[src/rtl/wba_pkg.sv]
package wba_pkg;

    localparam int NPORTS = 3;
    localparam int SIZE_W = 3;

    localparam int PORT_LD0 = 0;
    localparam int PORT_LD1 = 1;
    localparam int PORT_ST  = 2;

    typedef enum logic [1:0] {
        PORT_IDLE  = 2'd0,
        PORT_GRANT = 2'd1,
        PORT_STALL = 2'd2,
        PORT_FAULT = 2'd3
    } port_state_e;

endpackage

[src/rtl/wba_span_decode.sv]
module wba_span_decode
    import wba_pkg::*;
#(
    parameter int WAYS          = 8,
    parameter int BANKS_PER_WAY = 16,
    parameter int BANK_BYTES    = 4,
    parameter int MAX_SPAN      = 4,
    localparam int WAY_W        = $clog2(WAYS),
    localparam int WORD_W       = $clog2(BANKS_PER_WAY),
    localparam int NUM_BANKS    = WAYS * BANKS_PER_WAY,
    localparam int MAX_CODE     = $clog2(MAX_SPAN * BANK_BYTES)
) (
    input  logic [WAY_W-1:0]     way_i,
    input  logic [WORD_W-1:0]    word_i,
    input  logic [SIZE_W-1:0]    size_i,
    output logic [NUM_BANKS-1:0] mask_o,
    output logic                 fault_o
);

    logic [BANKS_PER_WAY-1:0] row;
    logic                     bad_code;
    logic                     past_end;
    int                       nbanks;
    int                       first;

    // Bank count rounds the byte count up to whole banks; illegal spans clear the row.
    always_comb begin
        nbanks   = ((32'sd1 << size_i) + BANK_BYTES - 1) / BANK_BYTES;
        first    = int'(word_i);
        bad_code = int'(size_i) > MAX_CODE;
        past_end = (first + nbanks) > BANKS_PER_WAY;
        fault_o  = bad_code || past_end;
        for (int b = 0; b < BANKS_PER_WAY; b++) begin
            row[b] = !fault_o && (b >= first) && (b < first + nbanks);
        end
    end

    // Only the predicted way's slice of the global bank vector is populated.
    for (genvar w = 0; w < WAYS; w++) begin : g_way
        assign mask_o[w*BANKS_PER_WAY +: BANKS_PER_WAY] =
            (way_i == WAY_W'(w)) ? row : '0;
    end

endmodule

[src/rtl/wba_pair_conflict.sv]
module wba_pair_conflict #(
    parameter int NUM_BANKS = 128,
    parameter int UTAG_W    = 8
) (
    input  logic                 a_live_i,
    input  logic [NUM_BANKS-1:0] a_mask_i,
    input  logic [UTAG_W-1:0]    a_utag_i,
    input  logic                 b_live_i,
    input  logic [NUM_BANKS-1:0] b_mask_i,
    input  logic [UTAG_W-1:0]    b_utag_i,
    output logic                 hit_o
);

    logic overlap;

    // Masks already carry the way, so any shared bit means same way and same bank.
    assign overlap = |(a_mask_i & b_mask_i);
    assign hit_o   = a_live_i && b_live_i && overlap && (a_utag_i != b_utag_i);

endmodule

[src/rtl/wba_port_stage.sv]
module wba_port_stage
    import wba_pkg::*;
#(
    parameter int NUM_BANKS = 128
) (
    input  logic                 clk_i,
    input  logic                 rst_ni,
    input  logic                 valid_i,
    input  logic                 fault_i,
    input  logic                 grant_i,
    input  logic [NUM_BANKS-1:0] mask_i,
    output logic                 grant_o,
    output logic                 stall_o,
    output logic                 fault_o,
    output logic [NUM_BANKS-1:0] banks_o
);

    port_state_e          state_d;
    port_state_e          state_q;
    logic [NUM_BANKS-1:0] banks_q;

    // Next state is chosen afresh every cycle from this cycle's request.
    always_comb begin
        if (!valid_i) begin
            state_d = PORT_IDLE;
        end else if (fault_i) begin
            state_d = PORT_FAULT;
        end else if (grant_i) begin
            state_d = PORT_GRANT;
        end else begin
            state_d = PORT_STALL;
        end
    end

    always_ff @(posedge clk_i) begin
        if (!rst_ni) begin
            state_q <= PORT_IDLE;
            banks_q <= '0;
        end else begin
            state_q <= state_d;
            banks_q <= (state_d == PORT_GRANT) ? mask_i : '0;
        end
    end

    always_comb begin
        grant_o = 1'b0;
        stall_o = 1'b0;
        fault_o = 1'b0;
        unique case (state_q)
            PORT_IDLE:  ;
            PORT_GRANT: grant_o = 1'b1;
            PORT_STALL: stall_o = 1'b1;
            PORT_FAULT: fault_o = 1'b1;
        endcase
    end

    assign banks_o = banks_q;

    // a granted port always drives at least one bank, and others drive none.
    p_banks_iff_grant_r2: assert property (@(posedge clk_i) disable iff (!rst_ni)
        grant_o == (banks_o != '0));

    // a faulted port drives no bank enables.
    p_fault_no_banks_r3: assert property (@(posedge clk_i) disable iff (!rst_ni)
        fault_o |-> (banks_o == '0));

endmodule

[src/rtl/way_bank_arbiter.sv]
module way_bank_arbiter
    import wba_pkg::*;
#(
    parameter int WAYS          = 8,
    parameter int BANKS_PER_WAY = 16,
    parameter int BANK_BYTES    = 4,
    parameter int MAX_SPAN      = 4,
    parameter int UTAG_W        = 8,
    localparam int WAY_W        = $clog2(WAYS),
    localparam int WORD_W       = $clog2(BANKS_PER_WAY),
    localparam int NUM_BANKS    = WAYS * BANKS_PER_WAY
) (
    input  logic                 clk_i,
    input  logic                 rst_ni,
    input  logic                 ld0_valid_i,
    input  logic [WAY_W-1:0]     ld0_way_i,
    input  logic [WORD_W-1:0]    ld0_word_i,
    input  logic [SIZE_W-1:0]    ld0_size_i,
    input  logic [UTAG_W-1:0]    ld0_utag_i,
    input  logic                 ld1_valid_i,
    input  logic [WAY_W-1:0]     ld1_way_i,
    input  logic [WORD_W-1:0]    ld1_word_i,
    input  logic [SIZE_W-1:0]    ld1_size_i,
    input  logic [UTAG_W-1:0]    ld1_utag_i,
    input  logic                 st_valid_i,
    input  logic [WAY_W-1:0]     st_way_i,
    input  logic [WORD_W-1:0]    st_word_i,
    input  logic [SIZE_W-1:0]    st_size_i,
    input  logic [UTAG_W-1:0]    st_utag_i,
    output logic                 ld0_grant_o,
    output logic                 ld0_stall_o,
    output logic                 ld0_fault_o,
    output logic [NUM_BANKS-1:0] ld0_banks_o,
    output logic                 ld1_grant_o,
    output logic                 ld1_stall_o,
    output logic                 ld1_fault_o,
    output logic [NUM_BANKS-1:0] ld1_banks_o,
    output logic                 st_grant_o,
    output logic                 st_stall_o,
    output logic                 st_fault_o,
    output logic [NUM_BANKS-1:0] st_banks_o,
    output logic [2:0]           conflict_o
);

    logic [NPORTS-1:0]                valid;
    logic [NPORTS-1:0][WAY_W-1:0]     way;
    logic [NPORTS-1:0][WORD_W-1:0]    word;
    logic [NPORTS-1:0][SIZE_W-1:0]    size;
    logic [NPORTS-1:0][UTAG_W-1:0]    utag;
    logic [NPORTS-1:0][NUM_BANKS-1:0] mask;
    logic [NPORTS-1:0][NUM_BANKS-1:0] banks_q;
    logic [NPORTS-1:0]                fault;
    logic [NPORTS-1:0]                live;
    logic [NPORTS-1:0]                grant;
    logic [NPORTS-1:0]                gnt_q;
    logic [NPORTS-1:0]                stl_q;
    logic [NPORTS-1:0]                flt_q;
    logic                             hit_01;
    logic                             hit_02;
    logic                             hit_12;
    logic [2:0]                       conflict_q;

    assign valid = {st_valid_i, ld1_valid_i, ld0_valid_i};
    assign way   = {st_way_i,   ld1_way_i,   ld0_way_i};
    assign word  = {st_word_i,  ld1_word_i,  ld0_word_i};
    assign size  = {st_size_i,  ld1_size_i,  ld0_size_i};
    assign utag  = {st_utag_i,  ld1_utag_i,  ld0_utag_i};

    for (genvar p = 0; p < NPORTS; p++) begin : g_port
        wba_span_decode #(
            .WAYS          (WAYS),
            .BANKS_PER_WAY (BANKS_PER_WAY),
            .BANK_BYTES    (BANK_BYTES),
            .MAX_SPAN      (MAX_SPAN)
        ) u_span (
            .way_i   (way[p]),
            .word_i  (word[p]),
            .size_i  (size[p]),
            .mask_o  (mask[p]),
            .fault_o (fault[p])
        );

        wba_port_stage #(
            .NUM_BANKS (NUM_BANKS)
        ) u_stage (
            .clk_i   (clk_i),
            .rst_ni  (rst_ni),
            .valid_i (valid[p]),
            .fault_i (fault[p]),
            .grant_i (grant[p]),
            .mask_i  (mask[p]),
            .grant_o (gnt_q[p]),
            .stall_o (stl_q[p]),
            .fault_o (flt_q[p]),
            .banks_o (banks_q[p])
        );

        // no granted access spans more than MAX_SPAN banks.
        p_span_limit_r2: assert property (@(posedge clk_i) disable iff (!rst_ni)
            $countones(banks_q[p]) <= MAX_SPAN);

        // an absent request leaves the port quiet on the next cycle.
        p_idle_quiet_r10: assert property (@(posedge clk_i) disable iff (!rst_ni)
            !valid[p] |=> (!gnt_q[p] && !stl_q[p] && !flt_q[p] && banks_q[p] == '0));

        // a port holds at most one outcome.
        p_one_outcome_r3: assert property (@(posedge clk_i) disable iff (!rst_ni)
            $onehot0({gnt_q[p], stl_q[p], flt_q[p]}));
    end

    assign live = valid & ~fault;

    wba_pair_conflict #(.NUM_BANKS(NUM_BANKS), .UTAG_W(UTAG_W)) u_pair_01 (
        .a_live_i (live[PORT_LD0]), .a_mask_i (mask[PORT_LD0]), .a_utag_i (utag[PORT_LD0]),
        .b_live_i (live[PORT_LD1]), .b_mask_i (mask[PORT_LD1]), .b_utag_i (utag[PORT_LD1]),
        .hit_o    (hit_01)
    );

    wba_pair_conflict #(.NUM_BANKS(NUM_BANKS), .UTAG_W(UTAG_W)) u_pair_02 (
        .a_live_i (live[PORT_LD0]), .a_mask_i (mask[PORT_LD0]), .a_utag_i (utag[PORT_LD0]),
        .b_live_i (live[PORT_ST]),  .b_mask_i (mask[PORT_ST]),  .b_utag_i (utag[PORT_ST]),
        .hit_o    (hit_02)
    );

    wba_pair_conflict #(.NUM_BANKS(NUM_BANKS), .UTAG_W(UTAG_W)) u_pair_12 (
        .a_live_i (live[PORT_LD1]), .a_mask_i (mask[PORT_LD1]), .a_utag_i (utag[PORT_LD1]),
        .b_live_i (live[PORT_ST]),  .b_mask_i (mask[PORT_ST]),  .b_utag_i (utag[PORT_ST]),
        .hit_o    (hit_12)
    );

    // Priority chain: a port yields only to a higher-priority port that is itself granted.
    always_comb begin
        grant[PORT_LD0] = live[PORT_LD0];
        grant[PORT_LD1] = live[PORT_LD1] && !(hit_01 && grant[PORT_LD0]);
        grant[PORT_ST]  = live[PORT_ST]
                          && !(hit_02 && grant[PORT_LD0])
                          && !(hit_12 && grant[PORT_LD1]);
    end

    always_ff @(posedge clk_i) begin
        if (!rst_ni) begin
            conflict_q <= '0;
        end else begin
            conflict_q <= {hit_12, hit_02, hit_01};
        end
    end

    assign ld0_grant_o = gnt_q[PORT_LD0];
    assign ld0_stall_o = stl_q[PORT_LD0];
    assign ld0_fault_o = flt_q[PORT_LD0];
    assign ld0_banks_o = banks_q[PORT_LD0];
    assign ld1_grant_o = gnt_q[PORT_LD1];
    assign ld1_stall_o = stl_q[PORT_LD1];
    assign ld1_fault_o = flt_q[PORT_LD1];
    assign ld1_banks_o = banks_q[PORT_LD1];
    assign st_grant_o  = gnt_q[PORT_ST];
    assign st_stall_o  = stl_q[PORT_ST];
    assign st_fault_o  = flt_q[PORT_ST];
    assign st_banks_o  = banks_q[PORT_ST];
    assign conflict_o  = conflict_q;

    // load port 0 never loses arbitration.
    p_ld0_never_stalls_r7: assert property (@(posedge clk_i) disable iff (!rst_ni)
        !ld0_stall_o);

    // a stall always coincides with a reported collision for that port.
    p_ld1_stall_has_rival_r5: assert property (@(posedge clk_i) disable iff (!rst_ni)
        ld1_stall_o |-> conflict_q[0]);
    p_st_stall_has_rival_r5: assert property (@(posedge clk_i) disable iff (!rst_ni)
        st_stall_o |-> (conflict_q[1] || conflict_q[2]));

    // granted accesses that share a bank must target the same line.
    p_shared_01_same_line_r6: assert property (@(posedge clk_i) disable iff (!rst_ni)
        (ld0_grant_o && ld1_grant_o && |(ld0_banks_o & ld1_banks_o))
        |-> ($past(ld0_utag_i) == $past(ld1_utag_i)));
    p_shared_02_same_line_r6: assert property (@(posedge clk_i) disable iff (!rst_ni)
        (ld0_grant_o && st_grant_o && |(ld0_banks_o & st_banks_o))
        |-> ($past(ld0_utag_i) == $past(st_utag_i)));
    p_shared_12_same_line_r6: assert property (@(posedge clk_i) disable iff (!rst_ni)
        (ld1_grant_o && st_grant_o && |(ld1_banks_o & st_banks_o))
        |-> ($past(ld1_utag_i) == $past(st_utag_i)));

endmodule

[config.mk]
export PLATFORM = sky130hd
export DESIGN_NAME = way_bank_arbiter
export DESIGN_NICKNAME = d
export VERILOG_FILES = /design/src/rtl/wba_pkg.sv /design/src/rtl/wba_span_decode.sv /design/src/rtl/wba_pair_conflict.sv /design/src/rtl/wba_port_stage.sv /design/src/rtl/way_bank_arbiter.sv
export SDC_FILE = /design/constraint.sdc
export NUM_CORES = 1
export LEC_CHECK = 0
export BUFFER_PORTS_ARGS = -buffer_cell sky130_fd_sc_hd__clkbuf_2
export CORE_MARGIN = 4
export CORE_UTILIZATION = 48
export CTS_BUF_LIST = sky130_fd_sc_hd__clkbuf_4 sky130_fd_sc_hd__clkbuf_8
export CTS_CLUSTER_SIZE = 14
export DETAILED_ROUTE_END_ITERATION = 6
export HOLD_SLACK_MARGIN = 0.06
export PLACE_DENSITY_LB_ADDON = 0.25
export SYNTH_ARGS = -nofsm -noshare
export SYNTH_HDL_FRONTEND = slang
export SYNTH_SLANG_ARGS = --single-unit
[constraint.sdc]
create_clock -name clk_i -period 4.2 [get_ports clk_i]
set_clock_uncertainty 0.1 [all_clocks]
set_input_delay 0 -clock clk_i [delete_from_list [all_inputs] [get_ports clk_i]]
set_output_delay 0 -clock clk_i [all_outputs]
set_load 0.02 [all_outputs]
=== Yosys cells after proc, flatten, opt, wreduce, memory -nomap -nowiden ===
Index checks and enable logic that the tools add are counted.
W data, S select, Z words.

* Memory bits (read-only): 0
* Memory bits (writable): 0
* Bits of input ports: 59
* Output and inout bits: 396
* Latch bits: 0
* Bits in registers: 393
* Memories kept: 0

* Shifts and indexed selects: 3
* Multipliers: 0
* $lt $le $gt $ge: 99
* Multiplexer cells: 42
* Bitwise logic cells: 8
* Div/mod/pow operators: 0
* Add/sub/neg operators: 12
* Equal/unequal tests: 36
* Reduce and logical (&&, ||, !) cells: 129

{| class="wikitable"
|+ Operators by type and width
! operator !! number
|-
| $lt A5 B32 Y1 const A || 24
|-
| $and A128 B128 Y128 || 3
|-
| $lt A4 B32 Y1 const A || 12
|-
| $mux W16 || 24
|-
| $reduce_or A128 Y1 || 3
|-
| $lt A3 B32 Y1 const A || 6
|-
| $logic_and A1 B1 Y1 || 108
|-
| $add A32 B1 Y32 || 3
|-
| $add A32 B4 Y32 const B || 3
|-
| $add A5 B32 Y32 || 3
|-
| $gt A32 B6 Y1 const B || 3
|-
| $lt A1 B32 Y1 const A || 3
|-
| $lt A2 B32 Y1 const A || 3
|-
| $shl A1 B3 Y32 const A || 3
|-
| $sub A32 B2 Y32 const B || 3
|-
| $ge A4 B4 Y1 const A || 21
|-
| $ge A3 B4 Y1 const A || 12
|-
| $eq A3 B3 Y1 const B || 12
|-
| $ge A1 B4 Y1 const A || 6
|-
| $ge A2 B4 Y1 const A || 6
|-
| $ne A8 B8 Y1 || 3
|-
| $eq A3 B2 Y1 const B || 6
|-
| $mux W2 || 9
|-
| $eq A2 B1 Y1 const B || 6
|-
| other kinds (12) || 44
|}

=== Longest topological paths before layout ===
Gate-level depths: netlist of the first run.

* Word-level depth: 28
* Depth in mapped cells: 20
* Mapped depth without buffers: 14

=== Cells and area by module ===
A second synthesis of the first run with hierarchy kept.

* Cell total of the unflattened synthesis: 1944
* Area, all modules: 18265.0 um2

{| class="wikitable"
|+ By module, submodules not included
! module !! times used !! area each (um2) !! cells an instance !! seq. area each (um2)
|-
| wba_port_stage || 3 || 3527.1 || 281 || 2602.5
|-
| wba_span_decode at g_port[1].u_span ... || 2 || 1654.1 || 272 || 0.0
|-
| wba_pair_conflict || 3 || 773.2 || 90 || 0.0
|-
| wba_span_decode at g_port[0].u_span || 1 || 1910.6 || 273 || 0.0
|-
| way_bank_arbiter || 1 || 145.1 || 14 || 60.1
|}

=== Worst setup path after synthesis of the first run ===
OpenSTA, ideal clock, no wires.

* Path type: input to register
* From: in ld1_size_i[1]
* To: reg g_port[2].u_stage.banks_q[44]
* Path slack: -33 ps
* Data arrival time: 3998 ps
* Stages on the path: 19
* Buffers on the path: 5
* Cell sequence: clkbuf_1 a21oi_1 ha_1 fa_1 xor2_1 or3_1 buf_2 a21oi_1 o21ai_1 or2_2 buf_2 a2111o_1 and4_1 o2111a_1 and4_1 nor3_2 buf_2 buf_2 nor4_1

* Word-level cells in the longest chain between the ends: 28
* Elaborated cells on any way between the ends: 89
* Classes of those cells: add/sub: 4; order compare: 18; eq/ne: 1; shift: 1; mux: 11; bitwise: 5; reduce/logical: 49

{| class="wikitable"
|+ Ends and longest elaborated chain
! item !! RTL line !! RTL
|-
| start, declared || way_bank_arbiter.sv:23 || <nowiki>input logic [SIZE_W-1:0] ld1_size_i,</nowiki>
|-
| $shl A1 B3 Y32 || wba_span_decode.sv:28 || <nowiki>nbanks = ((32'sd1 << size_i) + BANK_BYTES - 1) / BANK_BYTES;</nowiki>
|-
| $add A32 B4 Y32 || wba_span_decode.sv:28 ||
|-
| $sub A32 B2 Y32 || wba_span_decode.sv:28 ||
|-
| $reduce_or A2 Y1 (no line) || -- ||
|-
| $and A1 B1 Y1 (no line) || -- ||
|-
| $add A32 B1 Y32 (no line) || -- ||
|-
| $add A5 B32 Y32 || wba_span_decode.sv:31, wba_span_decode.sv:34 ||
|-
| $gt A32 B6 Y1 || wba_span_decode.sv:31 || <nowiki>past_end = (first + nbanks) > BANKS_PER_WAY;</nowiki>
|-
| [... 12 more ...] || -- ||
|-
| $logic_and A1 B1 Y1 * || way_bank_arbiter.sv:137 || <nowiki>&& !(hit_12 && grant[PORT_LD1]);</nowiki>
|-
| $logic_not A1 Y1 * || way_bank_arbiter.sv:137 ||
|-
| $logic_and A1 B1 Y1 * || way_bank_arbiter.sv:137 ||
|-
| $mux W2 * || wba_port_stage.sv:28 || <nowiki>end else if (grant_i) begin</nowiki>
|-
| $mux W2 * || wba_port_stage.sv:26 || <nowiki>end else if (fault_i) begin</nowiki>
|-
| $mux W2 * || wba_port_stage.sv:24 || <nowiki>if (!valid_i) begin</nowiki>
|-
| $eq A2 B1 Y1 * || wba_port_stage.sv:41 || <nowiki>banks_q <= (state_d == PORT_GRANT) ? mask_i : '0;</nowiki>
|-
| $reduce_and A2 Y1 (no line) * || -- ||
|-
| end signal, assigned || wba_port_stage.sv:41 ||
|-
| end, declared || wba_port_stage.sv:20 || <nowiki>logic [NUM_BANKS-1:0] banks_q;</nowiki>
|}

Every way passes the cells marked *; elsewhere a longest branch is shown, timed or not.
A chain may end at the register's enable or synchronous reset.

=== Final worst setup path of the first run ===
* From: in st_word_i[3]
* To: reg g_port[2].u_stage.banks_q[78]

* Word-level cells in the longest chain between the ends: 20
* Elaborated cells on any way between the ends: 97
* Classes of those cells: add/sub: 1; order compare: 32; eq/ne: 1; mux: 11; bitwise: 4; reduce/logical: 48

{| class="wikitable"
|+ Ends and longest elaborated chain
! item !! RTL line !! RTL
|-
| start, declared || way_bank_arbiter.sv:27 || <nowiki>input logic [WORD_W-1:0] st_word_i,</nowiki>
|-
| $add A5 B32 Y32 || wba_span_decode.sv:31, wba_span_decode.sv:34 ||
|-
| $gt A32 B6 Y1 || wba_span_decode.sv:31 ||
|-
| $logic_or A1 B1 Y1 || wba_span_decode.sv:32 || <nowiki>fault_o = bad_code || past_end;</nowiki>
|-
| $logic_not A1 Y1 || wba_span_decode.sv:34 || <nowiki>row[b] = !fault_o && (b >= first) && (b < first + nbanks);</nowiki>
|-
| $logic_and A1 B1 Y1 (2 in a row) || wba_span_decode.sv:34 ||
|-
| $mux W16 || wba_span_decode.sv:41 || <nowiki>(way_i == WAY_W'(w)) ? row : '0;</nowiki>
|-
| $and A128 B128 Y128 || wba_pair_conflict.sv:17 || <nowiki>assign overlap = |(a_mask_i & b_mask_i);</nowiki>
|-
| $reduce_or A128 Y1 || wba_pair_conflict.sv:17 ||
|-
| [... 3 more ...] || -- ||
|-
| $logic_not A1 Y1 || way_bank_arbiter.sv:136 || <nowiki>&& !(hit_02 && grant[PORT_LD0])</nowiki>
|-
| $logic_and A1 B1 Y1 || way_bank_arbiter.sv:136 ||
|-
| $logic_and A1 B1 Y1 || way_bank_arbiter.sv:137 ||
|-
| $mux W2 || wba_port_stage.sv:28 ||
|-
| $mux W2 || wba_port_stage.sv:26 ||
|-
| $mux W2 || wba_port_stage.sv:24 ||
|-
| $eq A2 B1 Y1 || wba_port_stage.sv:41 ||
|-
| $reduce_and A2 Y1 (no line) || -- ||
|}

Several ways; a longest one is shown, not always the timed one.

==> results_dict.tcl, run 1 <==
set metrics [dict create \
    max_cap_violations 0 \
    outcome "complete, no violations" \
    synthMuxAreaShare 0.00130 \
    start_kind "input pin" \
    gp_congestion 1.02 \
    fmax_mhz 252 \
    cts_tree "done" \
    synth_top_family_by_area "simple AND/OR/NAND/NOR gates" \
    synth.area.top_cells "dfxtp_1, nor4_1, nor2_1, nor3_1, nand2_1" \
    peakVddDrop_v 0.000289 \
    initial_utilization 0.488 \
    path_max_fanout 13 \
    dr.pass1.iters 6 \
    syn_to_final_growth_pct 39.2 \
    setup_viol 0 \
    die_w_um 187 \
    netlist.area_leader.share 0.510 \
    drive_gt1_frac 0.368 \
    place.port_buffers 454 \
    num_vias 16373 \
    antenna_left 0 \
    synth_nets 1805 \
    antenna_found_initial 0 \
    row_count 65 \
    track_usage 0.336 \
    route.detailed.drc 0 \
    syn_area_sq_um 15400 \
    drtIter0Drc 1293 \
    ys_seq_area_frac 0.510 \
    slew_headroom 0.419 \
    postPlaceCellArea_sq_um 19800 \
    path_class "in -> reg" \
    globalRouteOverflowTotal 0 \
    wire_per_inst_um 21.9 \
    yosysMostFrequentCell "dfxtp_1" \
    arrival_ns 4.33 \
    worst_slew_pin_slew_ns 0.866 \
    cts.sinks 393 \
    fin_nets 2481 \
    synth_edf_count 0 \
    synth_compound_area_frac 0.126 \
    cts_buffer_depth 3 \
    antenna_cells 0 \
    end_kind "flip-flop" \
    io_pins 455 \
    synthFlopType "dfxtp_1" \
    cts.clk_slew.worst_paths_ns 0.06 \
    slew_viol_final 0 \
    synth-xor-area-share 0.0226 \
    yosysUniqueCellTypes 85 \
    place.detailed.hpwl_um 48300 \
    final_cell_area_sq_um 21500 \
    crit_required_ns 4.56 \
    fin_crit_ns 3.97 \
    die_area_sq_um 35100 \
    rsz0062_at_grt "false" \
    root_buffer "clkbuf_8" \
    syn_area_per_cell_sq_um 8.91 \
    synthTopCellsByCount "dfxtp_1, nor2_1, nor4_1, nor3_1, nand2_1" \
    grt_pass1_vias 15755 \
    core-area_sq_um 31600 \
    synth-simple-area-share 0.282 \
    cts_made_buffers 58 \
    timing.final.crit_share 0.945 \
    finalHoldViolCount 0 \
    yosysTopAreaCell "dfxtp_1" \
    worstHoldStart "ld1_utag_i[3]" \
    wl_um 62500 \
    die_h_um 187 \
    utilization 0.679 \
    grt_max_degree 42 \
    syn_inst 1731 \
    crit_path_start "st_word_i[3]" \
    vias_per_cell 5.74 \
    powerDensity_nw_per_um2 388 \
    grt_first_pass_wirelength_um 94000 \
    synth_fa_ha_area_frac 0.0136 \
    htree_num_levels 2 \
    p_leak_nw 9.36 \
    ys_ff_latch 393 \
    async_reset_ff_frac 0 \
    hold_path_class "in -> reg" \
    yosysWarnings 0 \
]
-- sequential cells by signal, summed over array words and instances, names as in the netlist --
register and count:
g_port.u_stage.banks_o 384, conflict_o 3, g_port.u_stage.state_q 6
-- metrics by stage --
stage / hold WS, ns / power, mW / setup WS, ns / cells / TNS, ns
after CTS: 0.0715 / 8.32 / 0.0608 / 2848 / 0
after detailed placement: 0.177 / 5.07 / -0.308 / 2722 / -33.56
after global routing: 0.127 / 8.64 / 0.00226 / 2851 / 0
after floorplan: 0.0217 / 4.44 / 0.0124 / 1731 / 0
after global placement: 0.177 / 5.06 / -0.284 / 2722 / -32.78
final: 0.0745 / 8.34 / 0.230 / 2851 / 0
-- cells by family after synthesis --
logic type	after synthesis
buffers and inverters	162
AOI/OAI and AO/OA	271
adders and majority gates	15
xor gates and xnor gates	39
DFF	393
muxes	2
and+or+nand+nor	849
-- power by group --
part / total, mW / switching, mW / leakage [nW] / internal [mW]
clock network: 3.29 / 1.37 / 0.684 / 1.92
registers: 3.75 / 0.00720 / 3.17 / 3.74
logic: 1.30 / 0.801 / 5.51 / 0.501
-- worst max-delay path, cell delays in order --
cell	delay (ns)
dlygate4sd3_1	0.53
clkbuf_2	0.16
ha_2	0.41
nand2b_1	0.11
nor4_2	0.33
nor2_1	0.13
o221ai_1	0.28
nor3_1	0.18
o41ai_2	0.35
nand4_1	0.12
or4_1	0.55
a2111oi_2	0.35
buf_4	0.19
nor2_4	0.08
buf_4	0.21
nor4_1	0.35
-- metal layers --
layer	GRT usage	part of all wire	vias up
li1	-	-	7612
met1	0.424	0.40	7809
met2	0.569	0.48	807
met3	0.0683	0.077	145
met4	0.126	0.037	0
met5	0	0	-
-- worst paths after layout --
path                                            end  depth (start not counted)
worst min-delay path                  conflict_o[2]                          5
worst max-delay path  g_port[2].u_stage.banks_o[78]                         16
-- cell type report --
| class | instances | area [sq um] |
|---|---|---|
| well taps | 402 | 503 |
| fillers | 2622 | 10200 |
| flip-flops and latches | 393 | 7870 |
| inverters | 12 | 45.0 |
| multi-input cells | 1176 | 6980 |
| repair buffers | 766 | 4790 |
| clock buffers | 91 | 1150 |
| clock inverters | 11 | 148 |
-- layout by cell type (no fill, tap or decap), types with 8 or more instances in the layout --
cell / Yosys / final
a211oi_1: 17 / 15
a21o_1: 14 / 14
a21oi_1: 44 / 44
a31oi_1: 10 / 10
and2_1: 14 / 14
buf_12: 0 / 9
buf_4: 2 / 279
clkbuf_2: 0 / 454
clkbuf_4: 0 / 17
clkbuf_8: 0 / 74
dfxtp_1: 393 / 393
dlygate4sd3_1: 0 / 24
ha_1: 12 / 11
inv_1: 12 / 12
nand2_1: 114 / 114
nand2b_1: 12 / 11
nand3_1: 52 / 52
nand4_1: 18 / 18
nor2_1: 216 / 214
nor2b_1: 23 / 23
nor3_1: 149 / 148
nor3b_1: 8 / 8
nor4_1: 157 / 155
o211ai_1: 17 / 17
o21a_1: 13 / 13
o21ai_0: 53 / 50
o22ai_1: 13 / 13
or2_2: 22 / 22
or3_1: 12 / 12
xnor2_1: 16 / 16
xor2_1: 22 / 22
-- what timing repair did --
item,in CTS,in global routing
setup endpoints to repair,0,130
resized for setup,0,18
setup buffers,0,3
hold endpoints to repair,139,0
hold buffers,24,0
No activity file was read; power rests on OpenSTA's default activity.
==> inputs of run 2 (changes only) <==
==> constraint.sdc (replaced) <==
create_clock -name clk_i -period 4.2 [get_ports clk_i]
set_clock_uncertainty 0.1 [all_clocks]
set_input_delay 0.63 -clock clk_i [delete_from_list [all_inputs] [get_ports clk_i]]
set_output_delay 0.63 -clock clk_i [all_outputs]
set_load 0.02 [all_outputs]
==> results_dict.tcl, run 2 (synthesis gave the netlist of run 1 again) <==
set metrics [dict create \
    grt_max_degree 48 \
    syn_to_final_growth_pct 51.1 \
    cts_made_buffers 57 \
    hold_path_class "in -> reg" \
    outcome "finished, violations left" \
    max_cap_violations 0 \
    p_leak_nw 9.74 \
    grt_pass1_vias 15934 \
    cp_cell_sequence "buf_6 -> a21oi_2 -> ha_2 -> fa_2 -> buf_6 -> xor2_4 -> buf_4 -> a21o_1 -> o41ai_4 -> o21bai_4 -> nor2_4 -> a221oi_2 -> nand2_1 -> or4_4 -> a2111oi_4 -> buf_6 -> nor2_4 -> clkbuf_16 -> nor4_2" \
    path_class "in -> reg" \
    fmax_mhz 227 \
    vias_per_cell 5.95 \
    cts.clk_slew.worst_paths_ns 0.07 \
    cts.sinks 393 \
    violations "setup timing" \
    wl_um 67400 \
    peakVddDrop_v 0.000367 \
    initial_utilization 0.488 \
    dr.pass1.iters 5 \
    tns_ns -2.95 \
    drtIter0Drc 1695 \
    timing.final.crit_share 1.05 \
    io_pins 455 \
    fill_cells 2287 \
    slew_viol_final 0 \
    cts_tree "done" \
    setup_viol 57 \
    die_area_sq_um 35100 \
    drive_gt1_frac 0.454 \
    slew_headroom 0.365 \
    crit_path_start "ld0_size_i[1]" \
    wire_per_inst_um 23.3 \
    gp_congestion 1.00 \
    root_buffer "clkbuf_8" \
    fin_nets 2525 \
    largest_reg_flops 384 \
    start_kind "input pin" \
    powerDensity_nw_per_um2 360 \
    worst_slew_pin_slew_ns 0.951 \
    layout_setup_ws_ns -0.197 \
    antenna_cells 0 \
    seq_area_sq_um 7870 \
    globalRouteOverflowTotal 0 \
    route.detailed.drc 0 \
    max_stage_delay_ns 0.55 \
    end_kind "flip-flop" \
    rsz0062_at_grt "true" \
    cts_buffer_depth 3 \
    arrival_ns 4.77 \
    grt_first_pass_wirelength_um 92300 \
    htree_num_levels 2 \
    core-area_sq_um 31600 \
    die_w_um 187 \
    crit_slowest_cell "or4_4" \
    cp-endpoint "g_port[2].u_stage.banks_o[117]" \
    fin_crit_ns 4.40 \
    crit_required_ns 4.57 \
    multi_input_area_sq_um 8240 \
    antenna_left 0 \
    row_count 65 \
    place.detailed.hpwl_um 47000 \
    pre_cts_ws_ns -0.749 \
    cpMostUsedCell "buf_6" \
    antenna_found_initial 0 \
    num_vias 17212 \
    final_common_cell "clkbuf_2" \
    die_h_um 187 \
    track_usage 0.331 \
    finalHoldViolCount 0 \
    place.port_buffers 454 \
    final_cell_mix "clkbuf_2, dfxtp_1, buf_4" \
    path_max_fanout 23 \
    utilization 0.737 \
]
==> run 2: cell type report <==
cell class / count / area share
Multi-Input combinational cell: 1178 / 0.353
Clock inverter: 9 / 0.00402
Timing Repair Buffer: 809 / 0.235
Tap cell: 402 / 0.0216
Inverter: 12 / 0.00193
Clock buffer: 90 / 0.0475
Sequential cell: 393 / 0.337
==> run 2: worst min-delay path by stage <==
stage / from / to / slack (ns) / cells past startpoint
finish: ld1_valid_i / g_port[1].u_stage.state_q[0] / 0.22 / 3
global route: st_valid_i / g_port[2].u_stage.state_q[1] / 0.21 / 2
global placement: st_valid_i / g_port[2].u_stage.state_q[1] / 0.80 / 2
detailed placement: ld1_valid_i / g_port[1].u_stage.state_q[0] / 0.82 / 3
floorplan: rst_ni / conflict_o[1] / 0.65 / 1
CTS: ld1_valid_i / g_port[1].u_stage.state_q[0] / 0.20 / 3
==> run 2: where the power goes <==
group          internal (mW)  switching, mW  total, mW
registers               3.74        0.00746       3.75
logic                  0.585          0.889       1.47
clock network           1.74           1.42       3.16
total                   6.07           2.32       8.39
==> run 2: repair_timing <==
| item | CTS | global route |
|---|---|---|
| setup endpoints to repair | 222 | 255 |
| buffers inserted | 0 | 20 |
| cloned | 0 | 18 |
| pin swaps | 2 | 44 |
| resized for setup | 14 | 228 |
| hold buffers | 0 | 0 |
==> run 2: routing by layer <==
metal | up-vias | wire (um) | track usage
met3 | 242 | 5910 | 0.0635
met1 | 8223 | 25000 | 0.408
met5 | - | 0 | 0
li1 | 7721 | - | -
met4 | 0 | 3430 | 0.123
met2 | 1026 | 33000 | 0.576
==> run 2: critical path, delay by kind of cell <==
family                     cells  cell delay, ns
buffers and inverters          5            0.83
AOI/OAI and AO/OA              6            1.35
xor gates and xnor gates       1            0.18
adders and majority gates      2            0.55
and+or+nand+nor                5            1.19
==> run 2: stage by stage <==
stage	cells	area, sq um	hold WS, ns	total power, mW
3_5_place_dp	2757	20300	0.820	5.12
2_1_floorplan	1731	15800	0.652	4.48
3_3_place_gp	2757	20300	0.805	5.11
5_1_grt	2893	23300	0.208	8.65
4_1_cts	2856	21600	0.203	8.19
6_report	2893	23300	0.218	8.39
